File: config.mk
export PLATFORM = sky130hd
export DESIGN_NAME = err_seq
export DESIGN_NICKNAME = d
export VERILOG_FILES = /design/src/rtl/err_seq_pkg.sv /design/src/rtl/err_seq_decide.sv /design/src/rtl/err_seq_regs.sv /design/src/rtl/err_seq_fsm.sv /design/src/rtl/err_seq.sv
export SDC_FILE = /design/constraint.sdc
export NUM_CORES = 1
export LEC_CHECK = 0
export ABC_AREA = 1
export BUFFER_PORTS_ARGS = -buffer_cell sky130_fd_sc_hd__buf_2
export CELL_PAD_IN_SITES_DETAIL_PLACEMENT = 1
export CELL_PAD_IN_SITES_GLOBAL_PLACEMENT = 2
export CORE_MARGIN = 2
export CORE_UTILIZATION = 29
export CTS_CLUSTER_DIAMETER = 120
export DETAILED_ROUTE_END_ITERATION = 8
export GPL_ROUTABILITY_DRIVEN = 0
export PLACE_DENSITY_LB_ADDON = 0.1
export SYNTH_ARGS = -nofsm -noshare
export SYNTH_HDL_FRONTEND = slang
export SYNTH_SLANG_ARGS = --single-unit
File: constraint.sdc
create_clock -name clk_i -period 3.72 [get_ports clk_i]
set_input_delay 0.744 -clock clk_i [delete_from_list [all_inputs] [get_ports clk_i]]
set_output_delay 0.744 -clock clk_i [all_outputs]
set_load 0.1 [all_outputs]
File: src/rtl/err_seq_pkg.sv
`timescale 1ns/1ps
package err_seq_pkg;
  localparam int STAT_W = 32;
  localparam int CTL_W  = 5;
  localparam int DEV_W  = 4;

  localparam logic [STAT_W-1:0] UNC_SUP      = 32'h03FF_F030;
  localparam logic [STAT_W-1:0] COR_SUP      = 32'h0000_F1C1;
  localparam logic [STAT_W-1:0] DEF_FATAL    = 32'h0046_2030;
  localparam logic [STAT_W-1:0] COR_MASK_RST = 32'h0000_2000;

  localparam int UR_BIT  = 20;
  localparam int ADV_BIT = 13;
  localparam int HLO_BIT = 15;

  localparam int DS_CED  = 0;
  localparam int DS_NFED = 1;
  localparam int DS_FED  = 2;
  localparam int DS_URD  = 3;

  localparam int CT_COR  = 0;
  localparam int CT_NF   = 1;
  localparam int CT_FAT  = 2;
  localparam int CT_UR   = 3;
  localparam int CT_SERR = 4;

  localparam logic [2:0] SEL_CMASK = 3'd0;
  localparam logic [2:0] SEL_UMASK = 3'd1;
  localparam logic [2:0] SEL_SEVER = 3'd2;
  localparam logic [2:0] SEL_CTL   = 3'd3;
  localparam logic [2:0] SEL_DSTA  = 3'd4;
  localparam logic [2:0] SEL_CSTA  = 3'd5;
  localparam logic [2:0] SEL_USTA  = 3'd6;

  localparam logic [1:0] SEV_COR = 2'd0;
  localparam logic [1:0] SEV_NF  = 2'd1;
  localparam logic [1:0] SEV_FAT = 2'd2;

  typedef struct packed {
    logic              ok;
    logic [DEV_W-1:0]  dev_set;
    logic [STAT_W-1:0] cor_set;
    logic [STAT_W-1:0] unc_set;
    logic              log_req;
    logic              msg_vld;
    logic [1:0]        msg_sev;
  } verdict_t;
endpackage

File: src/rtl/err_seq_decide.sv
`timescale 1ns/1ps
module err_seq_decide
  import err_seq_pkg::*;
#(
  parameter bit HAS_SEVER = 1'b1
) (
  input  logic [STAT_W-1:0] stat_i,
  input  logic              corr_i,
  input  logic              adv_i,
  input  logic [STAT_W-1:0] cor_mask_i,
  input  logic [STAT_W-1:0] unc_mask_i,
  input  logic [STAT_W-1:0] sever_i,
  input  logic [CTL_W-1:0]  ctl_i,
  output verdict_t          v_o
);
  localparam logic [STAT_W-1:0] ADV_ONE = STAT_W'(1) << ADV_BIT;

  logic [STAT_W-1:0] sup, cbit;
  logic ok, fatal, ur, umasked;

  assign sup     = stat_i & (corr_i ? COR_SUP : UNC_SUP);
  assign ok      = (sup != '0) && ((sup & (sup - STAT_W'(1))) == '0);
  assign ur      = !corr_i && sup[UR_BIT];
  assign umasked = |(unc_mask_i & sup);
  assign cbit    = corr_i ? sup : ADV_ONE;

  generate
    if (HAS_SEVER) begin : g_sever_reg
      assign fatal = |(sup & sever_i);
    end else begin : g_sever_fixed
      assign fatal = |(sup & DEF_FATAL);
    end
  endgenerate

  always_comb begin
    v_o    = '0;
    v_o.ok = ok;
    if (ok) begin
      if (corr_i || (adv_i && !fatal)) begin
        // correctable or advisory non-fatal path
        v_o.dev_set[DS_CED] = 1'b1;
        v_o.dev_set[DS_URD] = ur;
        v_o.cor_set         = cbit;
        if (!corr_i) begin
          v_o.unc_set = sup;
          v_o.log_req = !umasked;
        end
        v_o.msg_vld = !(|(cor_mask_i & cbit)) && ctl_i[CT_COR] && (!ur || ctl_i[CT_UR]);
        v_o.msg_sev = SEV_COR;
      end else begin
        v_o.dev_set[DS_FED]  = fatal;
        v_o.dev_set[DS_NFED] = !fatal;
        v_o.dev_set[DS_URD]  = ur;
        v_o.unc_set          = sup;
        v_o.msg_sev          = fatal ? SEV_FAT : SEV_NF;
        if (!umasked) begin
          v_o.log_req = 1'b1;
          v_o.msg_vld = !(ur && !ctl_i[CT_UR] && !ctl_i[CT_SERR]) &&
                        (ctl_i[CT_SERR] || (fatal ? ctl_i[CT_FAT] : ctl_i[CT_NF]));
        end
      end
    end
  end
endmodule

File: src/rtl/err_seq_regs.sv
`timescale 1ns/1ps
module err_seq_regs
  import err_seq_pkg::*;
(
  input  logic              clk_i,
  input  logic              rst_ni,
  input  logic              we_i,
  input  logic [2:0]        sel_i,
  input  logic [STAT_W-1:0] wdata_i,
  input  logic              upd_i,
  input  logic [DEV_W-1:0]  dev_set_i,
  input  logic [STAT_W-1:0] cor_set_i,
  input  logic [STAT_W-1:0] unc_set_i,
  output logic [STAT_W-1:0] cor_mask_o,
  output logic [STAT_W-1:0] unc_mask_o,
  output logic [STAT_W-1:0] sever_o,
  output logic [CTL_W-1:0]  ctl_o,
  output logic [DEV_W-1:0]  dev_sta_o,
  output logic [STAT_W-1:0] cor_sta_o,
  output logic [STAT_W-1:0] unc_sta_o
);
  logic [DEV_W-1:0]  dev_clr, dev_set;
  logic [STAT_W-1:0] cor_clr, unc_clr, cor_set, unc_set;

  assign dev_clr = (we_i && sel_i == SEL_DSTA) ? wdata_i[DEV_W-1:0] : '0;
  assign cor_clr = (we_i && sel_i == SEL_CSTA) ? wdata_i : '0;
  assign unc_clr = (we_i && sel_i == SEL_USTA) ? wdata_i : '0;
  assign dev_set = upd_i ? dev_set_i : '0;
  assign cor_set = upd_i ? cor_set_i : '0;
  assign unc_set = upd_i ? unc_set_i : '0;

  always_ff @(posedge clk_i or negedge rst_ni) begin
    if (!rst_ni) begin
      cor_mask_o <= COR_MASK_RST;
      unc_mask_o <= '0;
      sever_o    <= DEF_FATAL;
      ctl_o      <= '0;
    end else if (we_i) begin
      case (sel_i)
        SEL_CMASK: cor_mask_o <= wdata_i & COR_SUP;
        SEL_UMASK: unc_mask_o <= wdata_i & UNC_SUP;
        SEL_SEVER: sever_o    <= wdata_i & UNC_SUP;
        SEL_CTL:   ctl_o      <= wdata_i[CTL_W-1:0];
        default: ;
      endcase
    end
  end

  // new detections win over a same-cycle clear
  always_ff @(posedge clk_i or negedge rst_ni) begin
    if (!rst_ni) begin
      dev_sta_o <= '0;
      cor_sta_o <= '0;
      unc_sta_o <= '0;
    end else begin
      dev_sta_o <= (dev_sta_o & ~dev_clr) | dev_set;
      cor_sta_o <= (cor_sta_o & ~cor_clr) | cor_set;
      unc_sta_o <= (unc_sta_o & ~unc_clr) | unc_set;
    end
  end

  assert_unc_sticky_R6: assert property (@(posedge clk_i) disable iff (!rst_ni)
    !$past(we_i && sel_i == SEL_USTA) |-> ((unc_sta_o & $past(unc_sta_o)) == $past(unc_sta_o)));
  assert_cor_sticky_R11: assert property (@(posedge clk_i) disable iff (!rst_ni)
    !$past(we_i && sel_i == SEL_CSTA) |-> ((cor_sta_o & $past(cor_sta_o)) == $past(cor_sta_o)));
endmodule

File: src/rtl/err_seq_fsm.sv
`timescale 1ns/1ps
module err_seq_fsm (
  input  logic clk_i,
  input  logic rst_ni,
  input  logic ovf_hit_i,
  output logic in_ovf_o
);
  typedef enum logic {ST_IDLE, ST_OVF} state_t;
  state_t state_q, state_d;

  always_comb begin
    state_d = ST_IDLE;
    if (state_q == ST_IDLE && ovf_hit_i) state_d = ST_OVF;
  end

  always_ff @(posedge clk_i or negedge rst_ni) begin
    if (!rst_ni) state_q <= ST_IDLE;
    else         state_q <= state_d;
  end

  assign in_ovf_o = (state_q == ST_OVF);

  assert_ovf_single_R10: assert property (@(posedge clk_i) disable iff (!rst_ni)
    in_ovf_o |=> !in_ovf_o);
  assert_ovf_cause_R10: assert property (@(posedge clk_i) disable iff (!rst_ni)
    in_ovf_o |-> $past(ovf_hit_i));
endmodule

File: src/rtl/err_seq.sv
`timescale 1ns/1ps
module err_seq
  import err_seq_pkg::*;
#(
  parameter int SRC_W     = 16,
  parameter bit HAS_SEVER = 1'b1
) (
  input  logic              clk_i,
  input  logic              rst_ni,
  input  logic              err_valid_i,
  input  logic [STAT_W-1:0] err_status_i,
  input  logic              err_corr_i,
  input  logic              err_adv_i,
  input  logic [SRC_W-1:0]  err_src_i,
  output logic              err_ready_o,
  output logic              busy_o,
  output logic              reject_o,
  input  logic              reg_we_i,
  input  logic [2:0]        reg_sel_i,
  input  logic [STAT_W-1:0] reg_wdata_i,
  output logic [DEV_W-1:0]  dev_sta_o,
  output logic [STAT_W-1:0] cor_sta_o,
  output logic [STAT_W-1:0] unc_sta_o,
  output logic              log_req_o,
  output logic [STAT_W-1:0] log_stat_o,
  input  logic              log_ovf_i,
  output logic              msg_valid_o,
  output logic [1:0]        msg_sev_o,
  output logic [SRC_W-1:0]  msg_src_o
);
  localparam logic [STAT_W-1:0] HLO_ONE = STAT_W'(1) << HLO_BIT;

  logic              in_ovf, accept, upd, ovf_hit;
  logic [STAT_W-1:0] sel_stat, cor_mask, unc_mask, sever;
  logic [CTL_W-1:0]  ctl;
  logic [SRC_W-1:0]  src_q;
  verdict_t          v;

  assign sel_stat = in_ovf ? HLO_ONE : err_status_i;
  assign accept   = err_valid_i && !in_ovf;
  assign upd      = in_ovf || (accept && v.ok);
  assign log_req_o  = accept && v.log_req;
  assign log_stat_o = log_req_o ? v.unc_set : '0;
  assign ovf_hit    = log_req_o && log_ovf_i;
  assign err_ready_o = !in_ovf;
  assign busy_o      = in_ovf;

  err_seq_decide #(.HAS_SEVER(HAS_SEVER)) i_decide (
    .stat_i     (sel_stat),
    .corr_i     (in_ovf || err_corr_i),
    .adv_i      (!in_ovf && err_adv_i),
    .cor_mask_i (cor_mask),
    .unc_mask_i (unc_mask),
    .sever_i    (sever),
    .ctl_i      (ctl),
    .v_o        (v)
  );

  err_seq_regs i_regs (
    .clk_i      (clk_i),
    .rst_ni     (rst_ni),
    .we_i       (reg_we_i),
    .sel_i      (reg_sel_i),
    .wdata_i    (reg_wdata_i),
    .upd_i      (upd),
    .dev_set_i  (v.dev_set),
    .cor_set_i  (v.cor_set),
    .unc_set_i  (v.unc_set),
    .cor_mask_o (cor_mask),
    .unc_mask_o (unc_mask),
    .sever_o    (sever),
    .ctl_o      (ctl),
    .dev_sta_o  (dev_sta_o),
    .cor_sta_o  (cor_sta_o),
    .unc_sta_o  (unc_sta_o)
  );

  err_seq_fsm i_fsm (
    .clk_i     (clk_i),
    .rst_ni    (rst_ni),
    .ovf_hit_i (ovf_hit),
    .in_ovf_o  (in_ovf)
  );

  always_ff @(posedge clk_i or negedge rst_ni) begin
    if (!rst_ni) begin
      src_q       <= '0;
      msg_valid_o <= 1'b0;
      msg_sev_o   <= SEV_COR;
      msg_src_o   <= '0;
      reject_o    <= 1'b0;
    end else begin
      if (accept) src_q <= err_src_i;
      msg_valid_o <= upd && v.msg_vld;
      msg_sev_o   <= v.msg_sev;
      msg_src_o   <= in_ovf ? src_q : err_src_i;
      reject_o    <= accept && !v.ok;
    end
  end

  assert_msg_follows_accept_R12: assert property (@(posedge clk_i) disable iff (!rst_ni)
    msg_valid_o |-> $past(upd));
  assert_reject_quiet_R1: assert property (@(posedge clk_i) disable iff (!rst_ni)
    reject_o |-> (!msg_valid_o && !busy_o));
  assert_log_onehot_R7: assert property (@(posedge clk_i) disable iff (!rst_ni)
    log_req_o |-> ($countones(log_stat_o) == 1));
  assert_busy_blocks_R10: assert property (@(posedge clk_i) disable iff (!rst_ni)
    busy_o |-> (!err_ready_o && !log_req_o));
endmodule

After elaboration in Yosys (flattened, before gate mapping)

Index checks and enable logic that the tools add are counted.

Bits in read-only memories: 0
Flip-flop bits (word level): 150
Memories: 0
RAM bits: 0
Output and inout port bits: 123
Input port bits: 90
Latch bits: 0

Shift-type cells: 0
Bitwise gates (word level): 15
Equal/unequal tests: 6
Multiplexer cells: 20
Order comparisons: 0
Add/sub/neg operators: 1
Divide/modulo/power cells: 0
Reduce and logical (&&, ||, !) cells: 44
Multiply operators: 0

Operator list:

| cell                    | number |
|---|---|
| $mux W32                | 7 |
| $and A32 B32 Y32        | 4 |
| $reduce_or A32 Y1       | 3 |
| $mux W72                | 1 |
| $mux W33                | 2 |
| $not A32 Y32            | 2 |
| $or A32 B32 Y32         | 2 |
| $mux W36                | 1 |
| $and A16 B32 Y32        | 1 |
| $and A26 B32 Y32        | 1 |
| $and A32 B26 Y32        | 1 |
| $logic_not A32 Y1       | 1 |
| $reduce_bool A32 Y1     | 1 |
| $sub A32 B1 Y32 const B | 1 |
| $mux W26                | 1 |
| $logic_and A1 B1 Y1     | 19 |
| $mux W16                | 1 |
| $logic_not A1 Y1        | 10 |
| $eq A3 B3 Y1 const B    | 3 |
| $mux W4                 | 2 |
| $reduce_and A2 Y1       | 4 |
| $eq A3 B2 Y1 const B    | 2 |
| $mux W2                 | 3 |
| $logic_or A1 B1 Y1      | 5 |
| 7 further kinds         | 8 |

Depth between registers and ports, before layout

Depth in word-level cells: 15
Depth in mapped cells: 17
Depth with buffers taken out: 16

Hierarchy

Synthesis repeated with hierarchy kept, for this count alone.

Cell total of the unflattened synthesis: 1200
Area total of the unflattened synthesis: 8679.6 um^2

By module, submodules not included:

| module         | cells an instance | times used | area each (um^2) |
|---|---|---|---|
| err_seq_regs   | 598               | 1          | 5067.4 |
| err_seq        | 288               | 1          | 1954.4 |
| err_seq_decide | 311               | 1          | 1622.8 |
| err_seq_fsm    | 3                 | 1          | 35.0 |

Worst setup path before layout

OpenSTA, ideal clock, no wires.

Kind: flip-flop to output port
Start point: reg i_fsm.state_q (netlist: i_fsm.in_ovf_o)
End point: out log_stat_o[24]
Cell stages (with the launch flop): 17
Arrival time: 4.024 ns
Path slack: -1.048 ns
Path buffers: 2
Cell sequence: dfrtp_1 inv_2 buf_6 nand3_1 nand2_1 nor2_1 nand3_1 nand2_1 nand2_1 inv_2 nand3_1 nor2_4 nand2_4 nor2_8 nand2_4 buf_6 nor2_1

Elaborated cells on any way between the ends: 26

RTL lines:

| what                   | RTL line             | text |
|---|---|---|
| start, declared        | err_seq_fsm.sv:9     | `state_t state_q, state_d;` |
| start signal, assigned | err_seq_fsm.sv:18    | `else state_q <= state_d;` |
| $logic_not A1 Y1 *     | -                    |  |
| named net err_ready_o  | err_seq.sv:15        | `output logic err_ready_o,` |
| $logic_and A1 B1 Y1    | err_seq.sv:51        | `.adv_i (!in_ovf && err_adv_i),` |
| $logic_and A1 B1 Y1    | err_seq_decide.sv:39 | `if (corr_i \|\| (adv_i && !fatal)) begin` |
| $logic_or A1 B1 Y1     | err_seq_decide.sv:39 |  |
| $mux W36               | err_seq_decide.sv:39 |  |
| $mux W72               | err_seq_decide.sv:38 | `if (ok) begin` |
| $logic_and A1 B1 Y1    | err_seq.sv:42        | `assign log_req_o = accept && v.log_req;` |
| $mux W32 *             | err_seq.sv:43        | `assign log_stat_o = log_req_o ? v.unc_set : '0;` |
| end, declared          | err_seq.sv:25        | `output logic [STAT_W-1:0] log_stat_o,` |

The timed path passes the listed nets; every way through them passes the cells marked *.

Worst setup path in the final report

Start point: reg i_fsm.state_q (netlist: i_fsm.in_ovf_o)
End point: out log_stat_o[19]

Longest elaborated chain between the ends: 12
Elaborated cells on any way between the ends: 26

RTL lines:

| what                                                                     | RTL line |
|---|---|
| parallel branches: the longest is 11 deep, another holds $sub A32 B1 Y32 | - |
| $mux W32 *                                                               | err_seq.sv:43 |

Mark *: on every way between the ends.

==> reports/summary.md <==
* **depth of the most critical reg-to-reg path** 16
* **launch instance of the worst register-to-register path** i_fsm.in_ovf_o
* **CTS tree** done
* **share of power burned in combinational logic** 17.9%
* **synthesis-to-layout area growth** 37.0%
* **Cell Pwr Density** 452 nW/µm²
* **Layout Nets** 1184
* **post-synthesis average cell area** 8.00 µm²
* **Setup violations, final** 0
* **insertion delay to the later sink of the worst-skew pair** 420 ps
* **cell internal power dissipation** 2960 µW
* **Initial DRT Pass Iterations** 5
* **sum of overflow across all layers after global routing** 0
* **top cell family by delay on the critical path** simple AND/OR/NAND/NOR gates
* **register share of total power** 42.5%
* **max_slew headroom** 30.7%
* **synthesized flop and latch total** 150
* **top-area cell type share of the netlist area** 51.1%
* **cell chosen for the clock root** clkbuf_16
* **switching portion of total power** 31.8%
* **number of DRC violations after detailed routing** 0
* **category of the critical setup timing path** reg2out
* **max-cap violations** 0
* **Seq/Total Area, Yosys** 53.8%
* **cell row count** 56
* **worst vdd ir** 0.284 mV
* **1st-iter DRT viols** 378
* **Core Footprint** 23600 µm²
* **post-synthesis cell area** 7000 µm²
* **kind of launch point of the worst setup path** flop
* **H-tree Lvls** 4
* **proportion of layout cells with a drive suffix above 1** 29.2%
* **first-pass GRT wire length** 38100 µm
* **CP Depth** 16
* **detailed-route vias per instance** 4.49
* **maximum number of pins on one net before global-route repair** 92
* **source of the critical timing path** i_fsm.in_ovf_o
* **transition at the pin with the smallest max-transition slack** 1040 ps
* **number of buffers created by CTS** 17
* **initial standard-cell utilization of the core** 29.6%
* **power spent charging and discharging nets** 1380 µW
* **Die Height** 159 µm
* **vias in the first global route** 6699
* **distinct cell type count of the synthesized netlist** 29
* **data required time at the worst endpoint** 2980 ps
* **top area cells in the synthesized netlist** dfrtp_1 (51%), nand2_1 (13%), o21ai_0 (12%), inv_1 (7.2%), nor2_1 (3.1%)
* **max-slew violation count** 0
* **clk buf depth** 2
* **core utilization of the finished layout** 40.6%
* **Inserted Diodes** 0
* **top library cells by usage in the layout, fill and taps aside** nand2_1 (226), buf_2 (167), o21ai_0 (162)
* **Slowest cell on crit path** dfrtp_4
* **hold_buf cts** 0
* **register-to-register path setup slack** 980 ps
* **Buffers on Ports** 184
* **leakage power** 0.00546 µW
* **count of antenna-violating nets left after detailed routing** 0
* **number of top-level pins** 213
* **Post-Layout Cell Count** 1425
* **HP Class** in2async
* **GRT Resource Usage Total** 19.2%
* **data arrival time at the worst-slack endpoint** 2860 ps
* **clock sink count** 150
* **reg2reg end** i_regs.cor_sta_o[15]
* **post-CTS clock slew at the launch and capture registers of the worst setup and hold paths** 60 ps
* **ordered cell list for the critical path** buf_12, nor2_4, buf_12, o21ai_1, nand2_1, o21ai_2, nand2_1, a21oi_2, nand3_2, nor2_4, nand2_4, nor2_8, nand2_4, clkbuf_16, nor2_4, buf_12
* **run status** complete, no violations
* **Synth area leader** dfrtp_1
* **Die Span X** 159 µm
* **Critical path buffers and inverters** 4
* **number of hold-slack violations in the final timing report** 0
* **final worst path period share** 97.0%
* **CP Capture Type** output port
* **yosys synthesis warning count** 0
* **HPWL Detailed** 17700 µm
* **vias after detailed routing** 6403
* **number of cells after detailed placement** 1381
* **routed wire length** 23800 µm
* **Worst Path Max Fanout** 14
* **Post-Route Skew** 9.90 ps
* **f_max** 277 MHz
* **leading cell type in the layout, fill and taps excluded** nand2_1
* **Total Negative Setup Slacks** 0 ps
* **Die Footprint** 25400 µm²
* **time the worst path needs with I/O delays and setup** 3610 ps
* **maximum cell stage delay along the critical path** 490 ps
* **crit path capture** log_stat_o[19]
* **worst hold slack** 362 ps
* **total chip power** 4340 µW
* **relative contribution of the clock network to total power** 39.6%
* **average routed wire per standard cell** 16.7 µm
* **synthesized instance count** 875
* **initial antenna violation count** 0
-- synth_stat cells, drive strengths merged --
| cell type | instances |
|---|---|
| nand3b | 1 |
| a22oi | 1 |
| nor3b | 1 |
| dfstp | 7 |
| a21oi | 3 |
| nand3 | 39 |
| o2111ai | 6 |
| nand2 | 241 |
| nor3 | 1 |
| nor2 | 71 |
| inv | 140 |
| clkbuf | 20 |
| nand4 | 6 |
| o21ai | 171 |
| dfrtp | 143 |
| conb | 1 |
| buf | 23 |
-- through the flow --
step | cell area (µm²) | setup WS [ps]
2_1_floorplan | 7170 | 36.3
3_3_place_gp | 8750 | 116
3_5_place_dp | 8750 | 139
4_1_cts | 9340 | 1.49
5_1_grt | 9590 | -18.2
6_report | 9590 | 112
-- worst min path at each step --
stage,to,slack (ps),cells after the start
floorplan,i_regs.cor_mask_o[0],450,0
global placement,msg_src_o[9],460,2
detailed placement,i_regs.unc_mask_o[22],470,2
CTS,i_regs.unc_sta_o[15],460,1
global route,i_regs.unc_sta_o[15],430,1
finish,i_regs.unc_sta_o[15],360,1
-- what timing repair did --
item / in CTS / in global routing
pin swaps: 0 / 14
setup buffers: 0 / 11
gates cloned: 0 / 2
hold endpoints to repair: 0 / 0
resized for setup: 3 / 36
endpoints found under the setup margin: 17 / 17
-- worst register-to-register path, delay by kind of cell, from the launching register on --
kind / cells / cell delay [ps]
compound gates: 3 / 430
simple gates: 9 / 1070
buf+inv: 4 / 690
flops: 1 / 490
-- registers in the layout, indices dropped and copies added, names as in the netlist, 2 cells and up --
register           flops
i_regs.unc_sta_o      32
i_regs.cor_mask_o      8
msg_sev_o              2
i_regs.ctl_o           5
src_q                 16
i_regs.sever_o        16
i_regs.cor_sta_o      32
i_regs.unc_mask_o     16
msg_src_o             16
i_regs.dev_sta_o       4
-- power by group through the flow --
| stage | Combinational (µW) | Clock, µW | Sequential [µW] |
|---|---|---|---|
| after floorplan | 344 | 0 | 2040 |
| after global placement | 753 | 0 | 1870 |
| after detailed placement | 761 | 0 | 1870 |
| after CTS | 765 | 1780 | 1840 |
| after global routing | 857 | 1840 | 1860 |
| final | 776 | 1720 | 1840 |
-- layout make-up --
class	instances	area (µm²)
Fill cell	2889	14000
Sequential cell	150	3770
Multi-Input combinational cell	557	2710
Timing Repair Buffer	228	1590
Inverter	140	541
Clock buffer	18	429
Tap cell	319	399
Clock inverter	13	149
-- metal layers --
layer / part of all wire, % / global-route usage (%) / vias to the layer above
li1: - / - / 3147
met1: 49 / 27.9 / 3093
met2: 46 / 30.2 / 150
met3: 4.2 / 3.54 / 13
met4: 0.64 / 3.22 / 0
met5: 0 / 0 / -
-- kinds of logic (layout without fill, tap and decap cells) --
family | after synthesis | in the layout | synth area share (%)
DFF | 150 | 150 | 53.8
other | 1 | 16 | 0.0536
and+or+nand+nor | 360 | 360 | 21.8
AOI/OAI and AO/OA | 181 | 181 | 13.4
buffers and inverters | 183 | 399 | 11.0
No activity file was read; power rests on OpenSTA's default activity.
